### config.mk
export PLATFORM = sky130hd
export DESIGN_NAME = capture_start_seq
export DESIGN_NICKNAME = d
export VERILOG_FILES = /design/src/rtl/csq_pkg.sv /design/src/rtl/csq_phase_fsm.sv /design/src/rtl/csq_beat_count.sv /design/src/rtl/csq_thread_sel.sv /design/src/rtl/capture_start_seq.sv
export SDC_FILE = /design/constraint.sdc
export NUM_CORES = 1
export LEC_CHECK = 0
export BUFFER_PORTS_ARGS = -buffer_cell sky130_fd_sc_hd__buf_2
export CAP_MARGIN = 25
export CORE_AREA = 4 4 41 43
export DETAILED_ROUTE_END_ITERATION = 16
export DIE_AREA = 0 0 45 47
export GPL_ROUTABILITY_DRIVEN = 0
export SYNTH_ARGS = -nofsm -noshare
export SYNTH_HDL_FRONTEND = slang
export SYNTH_SLANG_ARGS = --single-unit
### constraint.sdc
create_clock -name clk -period 1.1 [get_ports clk]
set_input_delay 0.22 -clock clk [delete_from_list [all_inputs] [get_ports clk]]
set_output_delay 0.22 -clock clk [all_outputs]
set_load 0.02 [all_outputs]
### src/rtl/csq_pkg.sv
// Shared definitions for the capture start sequencer.
package csq_pkg;
    // Machine phases; codes are visible on the top-level phase port.
    typedef enum logic [2:0] {
        PH_IDLE   = 3'd0,
        PH_WAIT0  = 3'd1,
        PH_WAIT1  = 3'd2,
        PH_EOL    = 3'd3,
        PH_STREAM = 3'd4
    } phase_e;
endpackage

### src/rtl/csq_phase_fsm.sv
// Phase machine: idle -> thread-0 wait -> thread-1 wait -> line-end wait
// -> streaming -> thread-0 wait. Assumes line_done is only raised in streaming.
module csq_phase_fsm
    import csq_pkg::*;
(
    input  logic   clk,
    input  logic   rst_n,
    input  logic   sw_trig,
    input  logic   rdy0,
    input  logic   rdy1,
    input  logic   line_end,
    input  logic   line_done,
    output phase_e phase
);
    phase_e phase_nx;

    // Next-phase selection; each ready flag is tested in its own phase only.
    always_comb begin
        phase_nx = phase;
        unique case (phase)
            PH_IDLE:   if (sw_trig)   phase_nx = PH_WAIT0;
            PH_WAIT0:  if (rdy0)      phase_nx = PH_WAIT1;
            PH_WAIT1:  if (rdy1)      phase_nx = PH_EOL;
            PH_EOL:    if (line_end)  phase_nx = PH_STREAM;
            PH_STREAM: if (line_done) phase_nx = PH_WAIT0;
            default:                  phase_nx = PH_IDLE;
        endcase
    end

    // Phase register with synchronous active-low reset.
    always_ff @(posedge clk) begin
        if (!rst_n) phase <= PH_IDLE;
        else        phase <= phase_nx;
    end
endmodule

### src/rtl/csq_beat_count.sv
// Counts qualified beats in a line; flags the final beat combinationally.
// Assumes beat is only raised while streaming.
module csq_beat_count #(
    parameter int LINE_WORDS = 8
) (
    input  logic clk,
    input  logic rst_n,
    input  logic beat,
    output logic last
);
    localparam int CW = (LINE_WORDS > 1) ? $clog2(LINE_WORDS) : 1;
    localparam logic [CW-1:0] LAST_IDX = CW'(LINE_WORDS - 1);

    logic [CW-1:0] cnt;

    // Final beat of the line.
    always_comb last = beat && (cnt == LAST_IDX);

    // Beat counter, cleared at line completion.
    always_ff @(posedge clk) begin
        if (!rst_n)    cnt <= '0;
        else if (last) cnt <= '0;
        else if (beat) cnt <= cnt + 1'b1;
    end
endmodule

### src/rtl/csq_thread_sel.sv
// Active-thread register: starts at thread 0 and flips per completed line.
module csq_thread_sel (
    input  logic clk,
    input  logic rst_n,
    input  logic line_done,
    output logic thread
);
    // Toggle on each completed line.
    always_ff @(posedge clk) begin
        if (!rst_n)         thread <= 1'b0;
        else if (line_done) thread <= ~thread;
    end
endmodule

### src/rtl/capture_start_seq.sv
// Top of the capture start sequencer. Waits for a trigger, checks thread
// readiness one thread at a time, then streams one line per line-end event.
// Assumes all inputs are synchronous to clk.
module capture_start_seq
    import csq_pkg::*;
#(
    parameter int LINE_WORDS = 8
) (
    input  logic       clk,
    input  logic       rst_n,
    input  logic       sw_trig,
    input  logic       rdy0,
    input  logic       rdy1,
    input  logic       line_end,
    input  logic       line_valid,
    output logic       wr_en,
    output logic       wr_thread,
    output logic       busy,
    output logic [2:0] phase
);
    phase_e ph;
    logic   beat;
    logic   line_done;

    csq_phase_fsm u_fsm (
        .clk(clk), .rst_n(rst_n), .sw_trig(sw_trig), .rdy0(rdy0),
        .rdy1(rdy1), .line_end(line_end), .line_done(line_done), .phase(ph)
    );

    csq_beat_count #(.LINE_WORDS(LINE_WORDS)) u_cnt (
        .clk(clk), .rst_n(rst_n), .beat(beat), .last(line_done)
    );

    csq_thread_sel u_thr (
        .clk(clk), .rst_n(rst_n), .line_done(line_done), .thread(wr_thread)
    );

    // Output decode: write only while streaming and qualified.
    always_comb begin
        beat  = (ph == PH_STREAM) && line_valid;
        wr_en = beat;
        busy  = (ph != PH_IDLE);
        phase = ph;
    end
endmodule

==> flow_metrics.py, run 1 <==
metrics = {
    "run_status": {
        "status": "complete, but fails checks",
        "failed_checks": "setup timing",
    },
    "setup_path": {
        "cp-end-kind": "output pin",
        "r2r_cells": 4,
        "timing.rr.start": "u_fsm.phase[1]$_SDFFE_PN0P_",
        "worst_ep_required_time_ns": 0.88,
        "cp_max_fo": 4,
        "worstPathArrival_ns": 1.11,
        "path_class": "reg2out",
        "crit_start": "u_fsm.phase[0]$_SDFFE_PN0P_",
        "start_kind": "flip-flop",
    },
    "job": {
        "drv_cap": 0,
    },
    "layout": {
        "nets": 74,
        "drive_above_1_share_pct": 53.1,
        "layout_commonest_cell": "buf_2",
        "fin_util_pct": 48.1,
        "area_delta_synth_final_pct": 48.4,
        "layout_common_cells": "buf_2, buf_4, buf_6",
        "final_cells": 79,
        "n_antenna_cell": 0,
    },
    "hold_path": {
        "hold_depth": 3,
        "hp-class": "in2reg",
        "hold_start": "rdy0",
    },
    "floorplan": {
        "die_y_um": 47,
        "dieArea_um2": 2120,
        "initial_core_util_pct": 32.4,
        "core_area_um2": 1300,
        "num_io_pins": 13,
        "die_w_um": 45,
        "row_count": 13,
    },
    "route": {
        "vias": 365,
        "drc": 0,
        "drtPass1Iterations": 3,
        "wl_per_cell_um": 10.7,
        "vias_per_cell": 4.62,
        "dr.first_iter.drc_count": 2,
        "drtAntennaViolNets": 0,
        "drt_wl_total_um": 843,
    },
    "global_routing": {
        "grtUsageTotal_pct": 9.59,
        "antenna_found_initial": 0,
        "grt_max_degree": 9,
        "grt_pass1_vias": 342,
        "grt_pass1_wl_mm": 1.37,
        "grt_overflow": 0,
    },
    "timing": {
        "finalMaxSlewViolations": 0,
        "worst_pin_slew_ns": 0.224,
        "fin_ws_ns": -0.227,
        "timing.hold.ws_ns": 0.253,
        "period_needed_ns": 1.33,
        "hold_viol": 0,
        "fmax_mhz": 754,
        "rsz0062_at_grt": "yes",
        "fin_setup_tns_ns": -0.811,
        "clock-skew-final_ns": 0.00123,
        "max-slew-margin-rel_pct": 85.0,
        "setup_violations": 8,
        "min_period_over_period_pct": 121,
    },
    "cts": {
        "clockBufferDepth": 2,
        "cts_buffers": 3,
        "cts_sinks": 7,
        "clk_pin_slew_ns": 0.05,
        "insertion_delay_ns": 0.25,
        "cts_tree": "built",
        "cts_max_level": 1,
        "root_buffer": "clkbuf_4",
    },
    "power_and_ir_drop": {
        "combPwrFrac_pct": 20.0,
        "clkPwrFrac_pct": 37.4,
        "p_per_area_nw_per_um2": 1000,
        "vdd_drop_max_mv": 0.729,
        "internal-power_uw": 467,
        "total_power_uw": 627,
        "p_sw_uw": 160,
        "p_sw_share_pct": 25.5,
        "seq_power_share_pct": 42.6,
        "leakage_uw": 0.000273,
    },
    "yosys": {
        "postSynthAreaPerCell_um2": 10.0,
        "ys_seq_area_share_pct": 33.2,
        "synth_top_cell_by_area": "dfxtp_1",
        "ys.warnings.count": 0,
        "synth.distinct_cells": 22,
        "ys_ff_latch": 7,
        "synth_area_um2": 422,
        "synth_cells": 42,
        "synth.top_cell.area_share_pct": 33.2,
        "syn_nets": 51,
        "synth_area_leaders": "dfxtp_1, mux2i_1, ha_1",
    },
    "placement": {
        "dp_hpwl_um": 640,
        "io_buffers": 12,
        "placed_cells": 73,
    },
}
## path summary, 6_finish.rpt
kind              slack [ns]                     endpoint
setup / recovery       -0.23                         busy
hold / removal          0.25  u_fsm.phase[1]$_SDFFE_PN0P_
setup reg to reg       -0.12  u_fsm.phase[2]$_SDFFE_PN0P_
hold reg to reg         0.47    u_thr.thread$_SDFFE_PN0P_
## power groups by stage
stage / registers [µW] / logic [µW] / clock network, µW
detailed placement: 276 / 96.7 / 0
global placement: 276 / 98.3 / 0
global route: 268 / 135 / 265
finish: 267 / 125 / 234
CTS: 269 / 112 / 245
floorplan: 279 / 59.0 / 0
## stage by stage
step                instance area, µm²  worst slack (ns)
floorplan                          428            -0.163
global placement                   526           -0.0764
detailed placement                 526           -0.0869
CTS                                586            -0.240
global route                       626            -0.267
finish                             626            -0.227
## critical path: stages (launching register included)
cell	delay (ns)
dfxtp_2	0.34
or3_4	0.38
buf_6	0.14
## state kept, by name (all words and copies together) (netlist names)
signal        count
u_cnt.cnt         3
u_thr.thread      1
u_fsm.phase       3
## cell type report
| cell class | count | area [µm²] |
|---|---|---|
| clock buffer | 4 | 26.3 |
| fill | 135 | 676 |
| multi-input combinational | 32 | 272 |
| sequential | 7 | 149 |
| tap | 15 | 18.8 |
| timing repair buffer | 21 | 160 |
## cells in the mapped netlist, drive strengths merged
| library cell | n |
|---|---|
| nand2 | 4 |
| nand4b | 1 |
| nor2 | 1 |
| o31ai | 1 |
| nand2b | 4 |
| or3 | 1 |
| nand3 | 1 |
| a21oi | 2 |
| nor2b | 1 |
| buf | 3 |
| mux2 | 1 |
| a21o | 1 |
| dfxtp | 7 |
| nor4bb | 1 |
| ha | 2 |
| mux2i | 4 |
| o22ai | 1 |
| nand3b | 3 |
| a21boi | 2 |
| or3b | 1 |
## repair_timing
item | 4_1_cts | 5_1_grt
resized for setup | 7 | 11
setup endpoints to repair | 8 | 10
hold buffers | 0 | 0
buffers inserted | 2 | 0
pin swaps | 2 | 3
## routing by layer
metal  vias up  routed length [µm]  GRT usage, %
met1       156                 386          11.5
met4         0                  31          10.5
met3         4                  36          2.30
met5         -                   0             0
li1        194                   -             -
met2        11                 388          13.3
## cells by family (layout without fill, tap and decap cells)
kind of cell | count (synthesis) | count (layout) | share of synthesized area [%]
AND/OR/NAND/NOR | 18 | 18 | 30.6
flip-flops | 7 | 7 | 33.2
adder cells (fa/ha/maj) | 2 | 2 | 5.93
buffers and inverters | 3 | 25 | 7.12
AO/OA/AOI/OAI | 7 | 7 | 11.0
multiplexers | 5 | 5 | 12.2
(Power assumes the default switching activity.)
==> run 2, diff against run 1 <==
--- a/config.mk
+++ b/config.mk
@@ -13,4 +13,5 @@
 export GPL_ROUTABILITY_DRIVEN = 0
 export SYNTH_ARGS = -nofsm -noshare
 export SYNTH_HDL_FRONTEND = slang
+export SYNTH_HIERARCHICAL = 1
 export SYNTH_SLANG_ARGS = --single-unit
==> flow_metrics.py, run 2 <==
metrics = {
    "run_status": {
        "status": "complete, but fails checks",
        "failed_checks": "setup timing",
    },
    "cts": {
        "cts_sinks": 7,
        "cts_buffers": 3,
        "root_buffer": "clkbuf_4",
        "clockBufferDepth": 2,
        "cts_max_level": 1,
        "cts.hold.buffers_added": 0,
        "insertion_delay_ns": 0.25,
        "clk_pin_slew_ns": 0.05,
        "cts_tree": "built",
    },
    "yosys": {
        "yosysMostFrequentCell": "dfxtp_1",
        "synth_top_cell_by_area": "dfxtp_1",
        "synth_top_flop_cell": "dfxtp_1",
        "synthTopCellsByCount": "dfxtp_1, and2b_1, nor2_1",
        "synth_cells": 36,
        "synth.top_cell.area_share_pct": 38.8,
        "synth_edf_count": 0,
        "syn_nets": 45,
        "ys_seq_area_share_pct": 38.8,
        "synth.distinct_cells": 22,
        "postSynthAreaPerCell_um2": 10.0,
        "ys_ff_latch": 7,
        "synth_area_leaders": "dfxtp_1, ha_1, and2b_1",
        "ys.warnings.count": 6,
        "async_flop_share_pct": 0,
        "synth_area_um2": 362,
    },
    "timing": {
        "fin_ws_ns": -0.303,
        "rsz0062_at_grt": "yes",
        "worst_pin_slew_ns": 0.247,
        "max-slew-margin-rel_pct": 83.3,
        "min_period_over_period_pct": 128,
        "period_needed_ns": 1.40,
        "hold_viol": 0,
        "setup_violations": 9,
        "fmax_mhz": 713,
        "clock-skew-final_ns": 0.00204,
        "finalMaxSlewViolations": 0,
    },
    "layout": {
        "n_antenna_cell": 0,
        "nets": 73,
        "top_regs": "u_cnt/cnt (3), u_fsm/phase (3), u_thr/thread (1)",
        "final_cells": 78,
        "layout_common_cells": "buf_2, buf_6, buf_4",
        "area_delta_synth_final_pct": 84.1,
        "drive_above_1_share_pct": 61.9,
        "stdcell_area_um2": 666,
        "layout_commonest_cell": "buf_2",
    },
    "setup_path": {
        "crit_start": "u_fsm/phase[1]$_SDFFE_PN0P_",
        "r2r_end": "u_fsm/phase[0]$_SDFFE_PN0P_",
        "path_class": "reg2out",
        "timing.rr.start": "u_cnt/cnt[1]$_SDFFE_PP0P_",
        "critical-path-top-delay-family": "simple AND/OR/NAND/NOR gates",
        "cp_max_fo": 3,
        "cp_common_cell": "buf_6",
        "worstPathArrival_ns": 1.18,
        "worst_ep_required_time_ns": 0.88,
        "crit_chain": "buf_6 > or3_4 > buf_6",
        "cp-end-kind": "output pin",
        "crit_buf_inv": 2,
        "r2r_cells": 6,
        "max_stage_delay_ns": 0.37,
        "r2r_slack_ns": -0.27,
        "cp_slowest_cell": "or3_4",
        "start_kind": "flip-flop",
    },
    "hold_path": {
        "hold_start": "rst_n",
        "worstHoldEndpoint": "u_fsm/phase[0]$_SDFFE_PN0P_",
        "hp-class": "in2reg",
        "hold_depth": 2,
    },
    "global_routing": {
        "antenna_found_initial": 0,
        "grt_pass1_wl_mm": 1.46,
        "grtUsageTotal_pct": 9.98,
        "grt_max_degree": 9,
        "grt_overflow": 0,
        "grt_pass1_vias": 351,
    },
    "power_and_ir_drop": {
        "p_per_area_nw_per_um2": 970,
        "combPwrFrac_pct": 22.7,
        "p_sw_uw": 165,
        "total_power_uw": 646,
        "p_sw_share_pct": 25.6,
        "seq_power_share_pct": 41.5,
        "vdd_drop_max_mv": 0.573,
        "clkPwrFrac_pct": 35.9,
        "internal-power_uw": 481,
        "leakage_uw": 0.000298,
    },
    "route": {
        "dr.first_iter.drc_count": 1,
        "drt_wl_total_um": 989,
        "wl_per_cell_um": 12.7,
        "vias_per_cell": 5.08,
        "vias": 396,
        "drtAntennaViolNets": 0,
        "drtPass1Iterations": 3,
        "drc": 0,
    },
    "placement": {
        "postPlaceCellArea_um2": 509,
        "io_buffers": 12,
        "placed_cells": 69,
        "dp_hpwl_um": 633,
    },
    "floorplan": {
        "num_io_pins": 13,
        "row_count": 13,
        "initial_core_util_pct": 27.8,
        "core_area_um2": 1300,
        "die_y_um": 47,
        "dieArea_um2": 2120,
        "die_w_um": 45,
    },
    "job": {
        "drv_cap": 0,
    },
}
## run 2: cell count changes in the layout (fill, tap and decap cells not counted), moves of 2 or more
cell,change
nand2b_1,-4
inv_1,+2
a32o_1,+2
ha_4,+2
dfxtp_1,-2
mux2i_1,-3
ha_1,-2
nand2_1,-3
nand3b_1,-3
dfxtp_2,+3
and2b_1,+3
## run 2: cell families after synthesis
kind of cell | share of synthesized area, %
adder cells (fa/ha/maj) | 6.92
multiplexers | 2.77
AO/OA/AOI/OAI | 18.0
buffers and inverters | 2.08
AND/OR/NAND/NOR | 29.1
XOR/XNOR | 2.42
flip-flops | 38.8
## run 2: final cells by class
cell class	instances	area (µm²)
Clock buffer	4	26.3
Fill cell	140	636
Sequential cell	7	149
Inverter	2	7.51
Timing Repair Buffer	23	199
Multi-Input combinational cell	27	265
Tap cell	15	18.8
## run 2: layer usage
metal	GRT usage (%)	vias to the layer above	share of wire, %
li1	-	192	-
met2	15.3	11	50
met4	7.02	0	0
met1	12.4	193	41
met5	0	-	0
met3	2.30	0	8.0
## run 2: worst max-delay path by stage
stage | endpoint | slack, ns | depth (start not counted)
3_5_place_dp | u_fsm/phase[0]$_SDFFE_PN0P_ | -0.32 | 6
3_3_place_gp | u_fsm/phase[0]$_SDFFE_PN0P_ | -0.29 | 6
5_1_grt | busy | -0.33 | 3
2_1_floorplan | u_fsm/phase[0]$_SDFFE_PN0P_ | -0.31 | 5
4_1_cts | busy | -0.34 | 3
6_report | busy | -0.30 | 3
## run 2: power by group through the flow
stage	combinational [µW]	clock [µW]	sequential, µW
global route	157	254	268
global placement	100	0	272
finish	146	232	268
floorplan	38.4	0	289
CTS	126	244	267
detailed placement	101	0	272
## run 2: through the flow
stage                     setup TNS (ns)  worst slack, ns  utilization, %  hold WS (ns)
final                              -1.87           -0.303            51.2         0.262
after global placement             -1.22           -0.286            39.1         0.522
after global routing               -2.27           -0.331            51.2         0.269
after floorplan                    -1.07           -0.310               -         0.341
after CTS                          -1.99           -0.342            47.5         0.257
after detailed placement           -1.31           -0.322            39.1         0.523
## run 2: timing repair
action / 4_1_cts / 5_1_grt
pin swaps: 3 / 4
setup endpoints to repair: 10 / 12
gates resized for setup: 17 / 8
setup buffers: 3 / 3
==> run 3, diff against run 2 <==
--- a/config.mk
+++ b/config.mk
@@ -11,6 +11,7 @@
 export DETAILED_ROUTE_END_ITERATION = 16
 export DIE_AREA = 0 0 45 47
 export GPL_ROUTABILITY_DRIVEN = 0
+export RECOVER_POWER = 100
 export SYNTH_ARGS = -nofsm -noshare
 export SYNTH_HDL_FRONTEND = slang
 export SYNTH_HIERARCHICAL = 1
==> flow_metrics.py, run 3 (same netlist as run 2, synthesis figures left out) <==
metrics = {
    "floorplan": {
        "row_count": 13,
        "dieArea_um2": 2120,
        "die_w_um": 45,
        "num_io_pins": 13,
        "core_area_um2": 1300,
        "initial_core_util_pct": 27.8,
        "die_y_um": 47,
    },
    "layout": {
        "fin_util_pct": 51.2,
        "area_delta_synth_final_pct": 84.1,
        "top_regs": "u_cnt/cnt (3), u_fsm/phase (3), u_thr/thread (1)",
        "layout_common_cells": "buf_2, buf_6, buf_4",
        "n_antenna_cell": 0,
        "stdcell_area_um2": 666,
        "nets": 73,
        "drive_above_1_share_pct": 61.9,
    },
    "global_routing": {
        "grt_pass1_vias": 351,
        "grt_overflow": 0,
        "grt_max_degree": 9,
        "grtUsageTotal_pct": 9.98,
        "grt_pass1_wl_mm": 1.46,
        "antenna_found_initial": 0,
    },
    "setup_path": {
        "worstPathArrival_ns": 1.18,
        "r2r_slack_ns": -0.27,
        "r2r_end": "u_fsm/phase[0]$_SDFFE_PN0P_",
        "cp-end-kind": "output pin",
        "crit_buf_inv": 2,
        "cp_common_cell": "buf_6",
        "worst_ep_required_time_ns": 0.88,
        "timing.rr.start": "u_cnt/cnt[1]$_SDFFE_PP0P_",
        "r2r_cells": 6,
        "crit_chain": "buf_6 > or3_4 > buf_6",
        "path_class": "reg2out",
        "critical-path-top-delay-family": "simple AND/OR/NAND/NOR gates",
        "cp_slowest_cell": "or3_4",
        "max_stage_delay_ns": 0.37,
        "cp_max_fo": 3,
        "start_kind": "flip-flop",
    },
    "route": {
        "drt_wl_total_um": 987,
        "vias_per_cell": 5.08,
        "drc": 0,
        "drtPass1Iterations": 3,
        "vias": 396,
        "dr.first_iter.drc_count": 1,
        "wl_per_cell_um": 12.7,
        "drtAntennaViolNets": 0,
    },
    "job": {
        "drv_cap": 0,
    },
    "cts": {
        "insertion_delay_ns": 0.25,
        "root_buffer": "clkbuf_4",
        "cts_max_level": 1,
        "cts_tree": "built",
        "clk_pin_slew_ns": 0.05,
        "cts_buffers": 3,
        "clockBufferDepth": 2,
        "cts_sinks": 7,
    },
    "timing": {
        "hold_viol": 0,
        "fin_ws_ns": -0.303,
        "rsz0062_at_grt": "yes",
        "finalMaxSlewViolations": 0,
        "min_period_over_period_pct": 128,
        "fmax_mhz": 713,
        "max-slew-margin-rel_pct": 83.3,
        "period_needed_ns": 1.40,
        "worst_pin_slew_ns": 0.247,
        "setup_violations": 9,
        "clock-skew-final_ns": 0.00209,
    },
    "power_and_ir_drop": {
        "vdd_drop_max_mv": 0.573,
        "leakage_uw": 0.000297,
        "p_per_area_nw_per_um2": 971,
    },
    "hold_path": {
        "worstHoldEndpoint": "u_fsm/phase[0]$_SDFFE_PN0P_",
        "hold_depth": 2,
        "hp-class": "in2reg",
        "hold_start": "rst_n",
    },
    "placement": {
        "dp_hpwl_um": 633,
        "postPlaceCellArea_um2": 509,
        "io_buffers": 12,
        "post-place-ws_ns": -0.322,
    },
    "run_status": {
        "failed_checks": "setup timing",
        "status": "complete, but fails checks",
    },
}
-- run 3: cell types whose count changed in the layout (fill, tap and decap cells not counted), sizes merged --
cell | before | now
buf | 23 | 22
clkbuf | 4 | 5
-- run 3: layer usage --
layer | global-route usage (%) | up-vias | wire [µm]
li1 | - | 192 | -
met1 | 12.4 | 193 | 408
met2 | 15.3 | 11 | 499
met3 | 2.30 | 0 | 79
met4 | 7.02 | 0 | 0
met5 | 0 | - | 0
-- run 3: timing repair --
action	CTS	global route
pin swaps	3	4
endpoints found under the setup margin	10	12
hold buffers	0	0
cloned	0	0
resized for setup	17	8
buffers inserted	3	3
-- run 3: worst register-to-register path, cell delays in order, from the launching register on --
cell	delay, ns
dfxtp_2	0.33
ha_4	0.16
ha_4	0.15
and2_4	0.15
mux2i_1	0.13
nor2_1	0.05
o311a_1	0.27
-- run 3: worst max path at each step --
stage	startpoint	to	slack, ns	depth (start not counted)
after floorplan	u_fsm/phase[0]$_SDFFE_PN0P_	u_fsm/phase[0]$_SDFFE_PN0P_	-0.31	5
final	u_fsm/phase[1]$_SDFFE_PN0P_	busy	-0.30	3
after global routing	u_fsm/phase[0]$_SDFFE_PN0P_	busy	-0.33	3
after CTS	u_fsm/phase[0]$_SDFFE_PN0P_	busy	-0.34	3
after detailed placement	u_cnt/cnt[0]$_SDFFE_PP0P_	u_fsm/phase[0]$_SDFFE_PN0P_	-0.32	6
after global placement	u_cnt/cnt[0]$_SDFFE_PP0P_	u_fsm/phase[0]$_SDFFE_PN0P_	-0.29	6
-- run 3: area by class of cell --
class	instances	area, µm²
fillers	140	636
inverters	2	7.51
multi-input cells	27	265
well taps	15	18.8
repair buffers	23	199
clock buffers	4	26.3
flip-flops and latches	7	149
-- run 3: power by group --
group / internal (µW) / switching, µW
Combinational: 79.7 / 66.7
Sequential: 263 / 5.20
Clock: 138 / 93.6
Total: 481 / 165
-- run 3: metrics by stage --
step / hold WS, ns / total power [µW] / TNS (ns) / std cells
5_1_grt: 0.269 / 679 / -2.27 / 78
3_5_place_dp: 0.523 / 373 / -1.31 / 69
3_3_place_gp: 0.522 / 372 / -1.22 / 69
4_1_cts: 0.257 / 637 / -1.99 / 76
6_report: 0.262 / 646 / -1.87 / 78
2_1_floorplan: 0.341 / 327 / -1.07 / 36
